<file path="src/rtl/pcg_pkg.sv">
package pcg_pkg;
  localparam int MAX_CTR = 64;

  localparam logic [11:0] A_CFG     = 12'hE00;
  localparam logic [11:0] A_CTRL    = 12'hE04;
  localparam logic [11:0] A_EVID_LO = 12'hE20;
  localparam logic [11:0] A_EVID_HI = 12'hE28;
  localparam logic [11:0] A_IRQ     = 12'hE50;
  localparam logic [11:0] A_CEN_SET = 12'hC00;
  localparam logic [11:0] A_CEN_CLR = 12'hC20;
  localparam logic [11:0] A_IEN_SET = 12'hC40;
  localparam logic [11:0] A_IEN_CLR = 12'hC60;
  localparam logic [11:0] A_OVF_CLR = 12'hC80;
  localparam logic [11:0] A_OVF_SET = 12'hCC0;
  localparam int          EVT_BASE  = 'h400;
  localparam int          PAT_BASE  = 'hA00;

  // strobes from control to datapath
  typedef struct packed {
    logic [MAX_CTR-1:0] wrMask;
    logic [MAX_CTR-1:0] incMask;
    logic [63:0]        wrData;
  } pcg_strb_t;
endpackage

</file>
<file path="src/rtl/pcg_ctrl.sv">
module pcg_ctrl
  import pcg_pkg::*;
#(
  parameter int                 NUM_CTR     = 8,
  parameter int                 CTR_W       = 32,
  parameter int                 NUM_EVT     = 8,
  parameter logic [NUM_EVT-1:0] EVT_MASK    = '1,
  parameter bit                 GLOBAL_FILT = 1'b0
) (
  input  logic                     clk,
  input  logic                     rst,
  input  logic                     wrEn,
  input  logic [11:0]              wrAddr,
  input  logic [63:0]              wrData,
  input  logic [11:0]              rdAddr,
  output logic [63:0]              rdData,
  input  logic [NUM_EVT-1:0]       evIn,
  input  logic [NUM_CTR-1:0]       filterHit,
  input  logic [NUM_CTR*CTR_W-1:0] ctrFlat,
  input  logic [NUM_CTR-1:0]       wrapVec,
  output pcg_strb_t                strb,
  output logic [NUM_CTR-1:0]       ovfQ,
  output logic [NUM_CTR-1:0]       intEnQ,
  output logic                     irqGateQ
);
  localparam int STRIDE = (CTR_W > 32) ? 8 : 4;
  localparam int EVT_IW = (NUM_EVT > 1) ? $clog2(NUM_EVT) : 1;
  localparam logic [63:0] CFG_VAL = (64'(GLOBAL_FILT) << 23)
                                  | (64'(CTR_W - 1) << 8)
                                  | 64'(NUM_CTR - 1);

  logic               crEn;
  logic [NUM_CTR-1:0] cntEn;
  logic [16:0]        evType [NUM_CTR];
  logic [31:0]        patWord [NUM_CTR];
  logic [NUM_CTR-1:0] evAct;
  logic [NUM_CTR-1:0] ovfClr, ovfSet, ovfNext;
  logic [EVT_IW-1:0]  evIdx;

  // event selection per counter
  always_comb begin
    evAct = '0;
    evIdx = '0;
    for (int n = 0; n < NUM_CTR; n++) begin
      if (evType[n][15:0] < 16'(NUM_EVT)) begin
        evIdx = evType[n][EVT_IW-1:0];
        if (EVT_MASK[evIdx]) evAct[n] = (evIdx == '0) ? 1'b1 : evIn[evIdx];
      end
    end
  end

  // strobes: a software write blocks the increment of the same counter
  always_comb begin
    strb = '0;
    strb.wrData = wrData;
    for (int n = 0; n < NUM_CTR; n++) begin
      strb.wrMask[n]  = wrEn && (wrAddr == 12'(n * STRIDE));
      strb.incMask[n] = crEn && cntEn[n] && filterHit[n] && evAct[n]
                        && !strb.wrMask[n];
    end
  end

  always_comb begin
    ovfClr  = (wrEn && wrAddr == A_OVF_CLR) ? wrData[NUM_CTR-1:0] : '0;
    ovfSet  = (wrEn && wrAddr == A_OVF_SET) ? wrData[NUM_CTR-1:0] : '0;
    ovfNext = (ovfQ & ~ovfClr) | ovfSet | wrapVec;
  end

  always_ff @(posedge clk) begin
    if (rst) begin
      crEn     <= 1'b0;
      irqGateQ <= 1'b0;
      cntEn    <= '0;
      intEnQ   <= '0;
      ovfQ     <= '0;
      for (int n = 0; n < NUM_CTR; n++) begin
        evType[n]  <= '0;
        patWord[n] <= '0;
      end
    end else begin
      if (wrEn) begin
        case (wrAddr)
          A_CTRL:    crEn     <= wrData[0];
          A_IRQ:     irqGateQ <= wrData[0];
          A_CEN_SET: cntEn    <= cntEn | wrData[NUM_CTR-1:0];
          A_CEN_CLR: cntEn    <= cntEn & ~wrData[NUM_CTR-1:0];
          A_IEN_SET: intEnQ   <= intEnQ | wrData[NUM_CTR-1:0];
          A_IEN_CLR: intEnQ   <= intEnQ & ~wrData[NUM_CTR-1:0];
          default: ;
        endcase
        for (int n = 0; n < NUM_CTR; n++) begin
          if (wrAddr == 12'(EVT_BASE + 4 * n)) evType[n]  <= {wrData[29], wrData[15:0]};
          if (wrAddr == 12'(PAT_BASE + 4 * n)) patWord[n] <= wrData[31:0];
        end
      end
      ovfQ <= ovfNext;
    end
  end

  // read mux
  always_comb begin
    rdData = '0;
    case (rdAddr)
      A_CFG:                rdData = CFG_VAL;
      A_CTRL:               rdData = 64'(crEn);
      A_IRQ:                rdData = 64'(irqGateQ);
      A_EVID_LO:            rdData = 64'(EVT_MASK);
      A_CEN_SET, A_CEN_CLR: rdData = 64'(cntEn);
      A_IEN_SET, A_IEN_CLR: rdData = 64'(intEnQ);
      A_OVF_SET, A_OVF_CLR: rdData = 64'(ovfQ);
      default: ;
    endcase
    for (int n = 0; n < NUM_CTR; n++) begin
      if (rdAddr == 12'(n * STRIDE))       rdData = 64'(ctrFlat[n*CTR_W +: CTR_W]);
      if (rdAddr == 12'(EVT_BASE + 4 * n)) rdData = 64'({evType[n][16], 13'b0, evType[n][15:0]});
      if (rdAddr == 12'(PAT_BASE + 4 * n)) rdData = 64'(patWord[n]);
    end
  end
endmodule

</file>
<file path="src/rtl/pcg_datapath.sv">
module pcg_datapath
  import pcg_pkg::*;
#(
  parameter int NUM_CTR = 8,
  parameter int CTR_W   = 32
) (
  input  logic                     clk,
  input  logic                     rst,
  input  pcg_strb_t                strb,
  output logic [NUM_CTR*CTR_W-1:0] ctrFlat,
  output logic [NUM_CTR-1:0]       wrapVec
);
  for (genvar n = 0; n < NUM_CTR; n++) begin : g_ctr
    logic [CTR_W-1:0] cnt;

    always_ff @(posedge clk) begin
      if (rst)                  cnt <= '0;
      else if (strb.wrMask[n])  cnt <= strb.wrData[CTR_W-1:0];
      else if (strb.incMask[n]) cnt <= cnt + 1'b1;
    end

    assign ctrFlat[n*CTR_W +: CTR_W] = cnt;
    assign wrapVec[n] = strb.incMask[n] && (&cnt);
  end
endmodule

</file>
<file path="src/rtl/perf_ctr_group.sv">
module perf_ctr_group
  import pcg_pkg::*;
#(
  parameter int                 NUM_CTR     = 8,
  parameter int                 CTR_W       = 32,
  parameter int                 NUM_EVT     = 8,
  parameter logic [NUM_EVT-1:0] EVT_MASK    = '1,
  parameter bit                 GLOBAL_FILT = 1'b0
) (
  input  logic               clk,
  input  logic               rst,
  input  logic               wrEn,
  input  logic [11:0]        wrAddr,
  input  logic [63:0]        wrData,
  input  logic [11:0]        rdAddr,
  output logic [63:0]        rdData,
  input  logic [NUM_EVT-1:0] evIn,
  input  logic [NUM_CTR-1:0] filterHit,
  output logic               irqOut
);
  pcg_strb_t                strb;
  logic [NUM_CTR*CTR_W-1:0] ctrFlat;
  logic [NUM_CTR-1:0]       wrapVec;
  logic [NUM_CTR-1:0]       ovfQ;
  logic [NUM_CTR-1:0]       intEnQ;
  logic                     irqGateQ;

  pcg_ctrl #(
    .NUM_CTR(NUM_CTR), .CTR_W(CTR_W), .NUM_EVT(NUM_EVT),
    .EVT_MASK(EVT_MASK), .GLOBAL_FILT(GLOBAL_FILT)
  ) ctrl_i (
    .clk(clk), .rst(rst), .wrEn(wrEn), .wrAddr(wrAddr), .wrData(wrData),
    .rdAddr(rdAddr), .rdData(rdData), .evIn(evIn), .filterHit(filterHit),
    .ctrFlat(ctrFlat), .wrapVec(wrapVec), .strb(strb), .ovfQ(ovfQ),
    .intEnQ(intEnQ), .irqGateQ(irqGateQ)
  );

  pcg_datapath #(.NUM_CTR(NUM_CTR), .CTR_W(CTR_W)) dp_i (
    .clk(clk), .rst(rst), .strb(strb), .ctrFlat(ctrFlat), .wrapVec(wrapVec)
  );

  assign irqOut = irqGateQ && (|(ovfQ & intEnQ));
endmodule

</file>
<file path="config.mk">
export PLATFORM = sky130hd
export DESIGN_NAME = perf_ctr_group
export DESIGN_NICKNAME = d
export VERILOG_FILES = /design/src/rtl/pcg_pkg.sv /design/src/rtl/pcg_ctrl.sv /design/src/rtl/pcg_datapath.sv /design/src/rtl/perf_ctr_group.sv
export SDC_FILE = /design/constraint.sdc
export NUM_CORES = 2
export LEC_CHECK = 0
export CORE_MARGIN = 5
export CORE_UTILIZATION = 40
export DETAILED_ROUTE_END_ITERATION = 6
export DONT_BUFFER_PORTS = 1
export PLACE_DENSITY = 0.62
export SLEW_MARGIN = 20
export SYNTH_ARGS = -nofsm -noshare
export SYNTH_HDL_FRONTEND = slang
export SYNTH_SLANG_ARGS = --single-unit
</file>
<file path="constraint.sdc">
create_clock -name clk -period 4.5 [get_ports clk]
set_clock_uncertainty 0.2 [all_clocks]
set_input_delay 0.225 -clock clk [delete_from_list [all_inputs] [get_ports clk]]
set_output_delay 0.225 -clock clk [all_outputs]
set_load 0.03 [all_outputs]
</file>
==> flow_summary_export.csv <==
group,metric,value,unit
status,result_of_the_run,"finished with violations",
status,violations,"DRC",
clock_tree,cts.repair.resized,0,
clock_tree,cts.root.buffer_cell,"clkbuf_16",
clock_tree,cts_buffer_depth,3,
worst_hold_path,hold_path_class,"input port to flop",
floorplan,fp.coreArea,88800,µm²
drt,avgRoutedWirePerCell,30.6,µm
critical_path,r2r_setup_slack,0.33,ns
timing,period_needed,4.17,ns
yosys,async_flop_share,0,
global_routing,grt_max_degree,249,
power_and_ir_drop,total_leakage_power,13.5,nW
global_routing,grt.overflow.total,0,
clock_tree,clock_sinks,674,
drt,drt_first_iter_violations,4999,
timing,setup_ws,0.326,ns
timing,finalHoldWorstSlack,0.0309,ns
floorplan,i_o_pin_count,172,
drt,drt.antenna.violating_nets,0,
timing,totalNegativeSetupSlack,0,ns
floorplan,fp.dieW,310,µm
critical_path,crit_path_start_kind,"flop",
drt,maxUsedRoutingLayer,"met5",
final_layout,finalNetCount,3947,
critical_path,ff2ff_path_depth,8,
drt,met3WireLength,19700,µm
yosys,synthDominantCellAreaShare,0.328,
final_layout,layoutNonFillerInstCount,5073,
critical_path,cp.required,4.87,ns
yosys,count_of_unique_library_cells_instantiated_by_yosys,103,
critical_path,timing.critical_path.cells,"buf_4 > and4b_1 > nand4_1 > o21ba_2 > nand4_1 > or3_1 > a311oi_1 > dlygate4sd3_1",
power_and_ir_drop,worst_ir_drop_vdd,264,µV
critical_path,crit_fanout,12,
power_and_ir_drop,fin_total_pwr,14.1,mW
drt,routed_wl,155000,µm
final_layout,seqCellArea,17400,µm²
clock_tree,post_cts_hold_buffer_count,85,
global_routing,grt_use_total,0.313,
placed_design,post-dp-hpwl,111000,µm
global_routing,number_of_antenna_violations_at_the_first_check_in_global_routing,22,
power_and_ir_drop,pwr_density_cell,345,nW/µm²
drt,avgViaCountPerCell,6.49,
worst_hold_path,worstHoldPathCells,6,
clock_tree,clock_latency,0.64,ns
timing,fmax,240,MHz
yosys,yosys_register_bits,674,
clock_tree,cts_tree,"built",
yosys,post_synth_most_frequent_cells,"nor2_1, edfxtp_1, nand2_1",
floorplan,fp.dieH,310,µm
yosys,synth-edff-count,392,
placed_design,placedCellCount,4828,
placed_design,pre_cts_ws,0.670,ns
job,drv.max_cap_violation_count,0,
timing,slew_headroom,0.169,
drt,dr_pass1_iterations,7,
drt,routed-wl-met2,66600,µm
drt,route.layer.met1.wl,60800,µm
yosys,sequential_element_share_of_the_synthesized_area,0.485,
clock_tree,cts.clk_slew.worst_paths,0.06,ns
final_layout,drive_gt1_frac,0.102,
yosys,yosysMostFrequentCell,"nor2_1",
yosys,synth_largest_area_cell,"edfxtp_1",
critical_path,max_stage_delay,0.81,ns
clock_tree,post-cts-setup-buffer-count,0,
critical_path,timing.critical_path.to_type,"flop",
floorplan,floorplan.initialDensity,0.404,
yosys,avg_synthesized_cell_area,9.50,µm²
final_layout,multi_input_area,16900,µm²
timing,period_share,0.927,
yosys,synthesis.instances,3780,
critical_path,cpMostUsedCell,"nand4_1",
final_layout,final_design_area_no_fill,41100,µm²
timing,grt_setup_unrepaired,"false",
final_layout,final_core_util,0.462,
placed_design,io_buffers,0,
final_layout,final.fill_count,8409,
critical_path,worstSetupPathType,"flop to flop",
clock_tree,tritoncts.num_buffers,78,
floorplan,die_area,95900,µm²
timing,setup_viol,0,
yosys,synthFlopType,"edfxtp_1",
global_routing,grt_pass1_vias,30200,
yosys,ys.warnings.count,0,
drt,num_vias,32900,
timing,total_count_of_max_transition_violations_in_the_final_report,0,
placed_design,place_area,37500,µm²
timing,worst_pin_slew,1.24,ns
global_routing,grt_first_pass_wirelength,219000,µm
critical_path,arrival,4.55,ns
timing,hold_violations,0,
final_layout,layout-area-overhead-vs-synth,14.3,%
clock_tree,h-tree-depth,3,
yosys,post_synth_main_area_contributors,"edfxtp_1, dfxtp_1, nor2_1",
critical_path,slowest_stage,"dfxtp_1",
yosys,synth.cell_area,35900,µm²
drt,drc,16,
floorplan,placement_rows,109,
placed_design,place.gp.congestion,1.00,
## state kept, by name, indices dropped and copies added, names as in the netlist, named ones only
signal / cells
ctrl_i.crEn: 1
ctrl_i.irqGateQ: 1
ctrl_i.evType: 136
ctrl_i.patWord: 256
ctrl_i.ovfQ: 8
dp_i.g_ctr.cnt: 256
## layout by cell type, fill, tap and decap left out, types with 84 or more instances in the layout
master / netlist / routed
a211oi_1: 109 / 108
nand3_1: 123 / 123
dfxtp_1: 282 / 282
nand2_1: 320 / 317
dlygate4sd3_1: 0 / 84
edfxtp_1: 392 / 392
xnor2_1: 139 / 139
nor2_1: 601 / 600
a21oi_1: 121 / 121
nand4_1: 91 / 91
o21ai_0: 94 / 94
xor2_1: 97 / 97
inv_1: 85 / 85
buf_4: 40 / 166
o31ai_1: 101 / 101
## cell type report
type / count / area share
diodes: 14 / 0.000853
clock buffers: 95 / 0.0514
clock inverters: 47 / 0.0125
inverters: 85 / 0.00777
multi-input cells: 2733 / 0.412
flip-flops and latches: 674 / 0.424
well taps: 1165 / 0.0355
repair buffers: 260 / 0.0557
## where the power goes
part	internal [mW]	switching [mW]
clock network	3.92	2.71
logic	0.151	0.539
registers	6.73	0.105
total	10.8	3.35
## kinds of logic after synthesis
| logic type | after synthesis | synth area share |
|---|---|---|
| AO/OA/AOI/OAI | 846 | 0.169 |
| XOR/XNOR | 236 | 0.0576 |
| adder cells (fa/ha/maj) | 8 | 0.00279 |
| buffers and inverters | 404 | 0.0502 |
| flip-flops | 674 | 0.485 |
| multiplexers | 49 | 0.0166 |
| other | 1 | 0.000104 |
| AND/OR/NAND/NOR | 1562 | 0.219 |
## routing by layer
layer / vias to the layer above / GRT usage
met5: - / 0
met4: 10 / 0.138
met3: 418 / 0.0815
met2: 2256 / 0.469
met1: 16100 / 0.429
li1: 14100 / -
## critical path, delay by kind of cell (launching register included)
family,cells,cell delay [ns]
and+or+nand+nor,4,1.45
buffers and inverters,2,0.87
DFF,1,0.81
AOI/OAI and AO/OA,2,0.75
## path summary, 6_finish.rpt
kind,to,start
setup / recovery,dp_i.g_ctr[1].cnt[25],ctrl_i.crEn
hold / removal,ctrl_i.ovfQ[7],wrAddr[4]
setup reg to reg,dp_i.g_ctr[1].cnt[25],ctrl_i.crEn
hold reg to reg,dp_i.g_ctr[4].cnt[31],dp_i.g_ctr[4].cnt[31]
(Power assumes the default switching activity.)
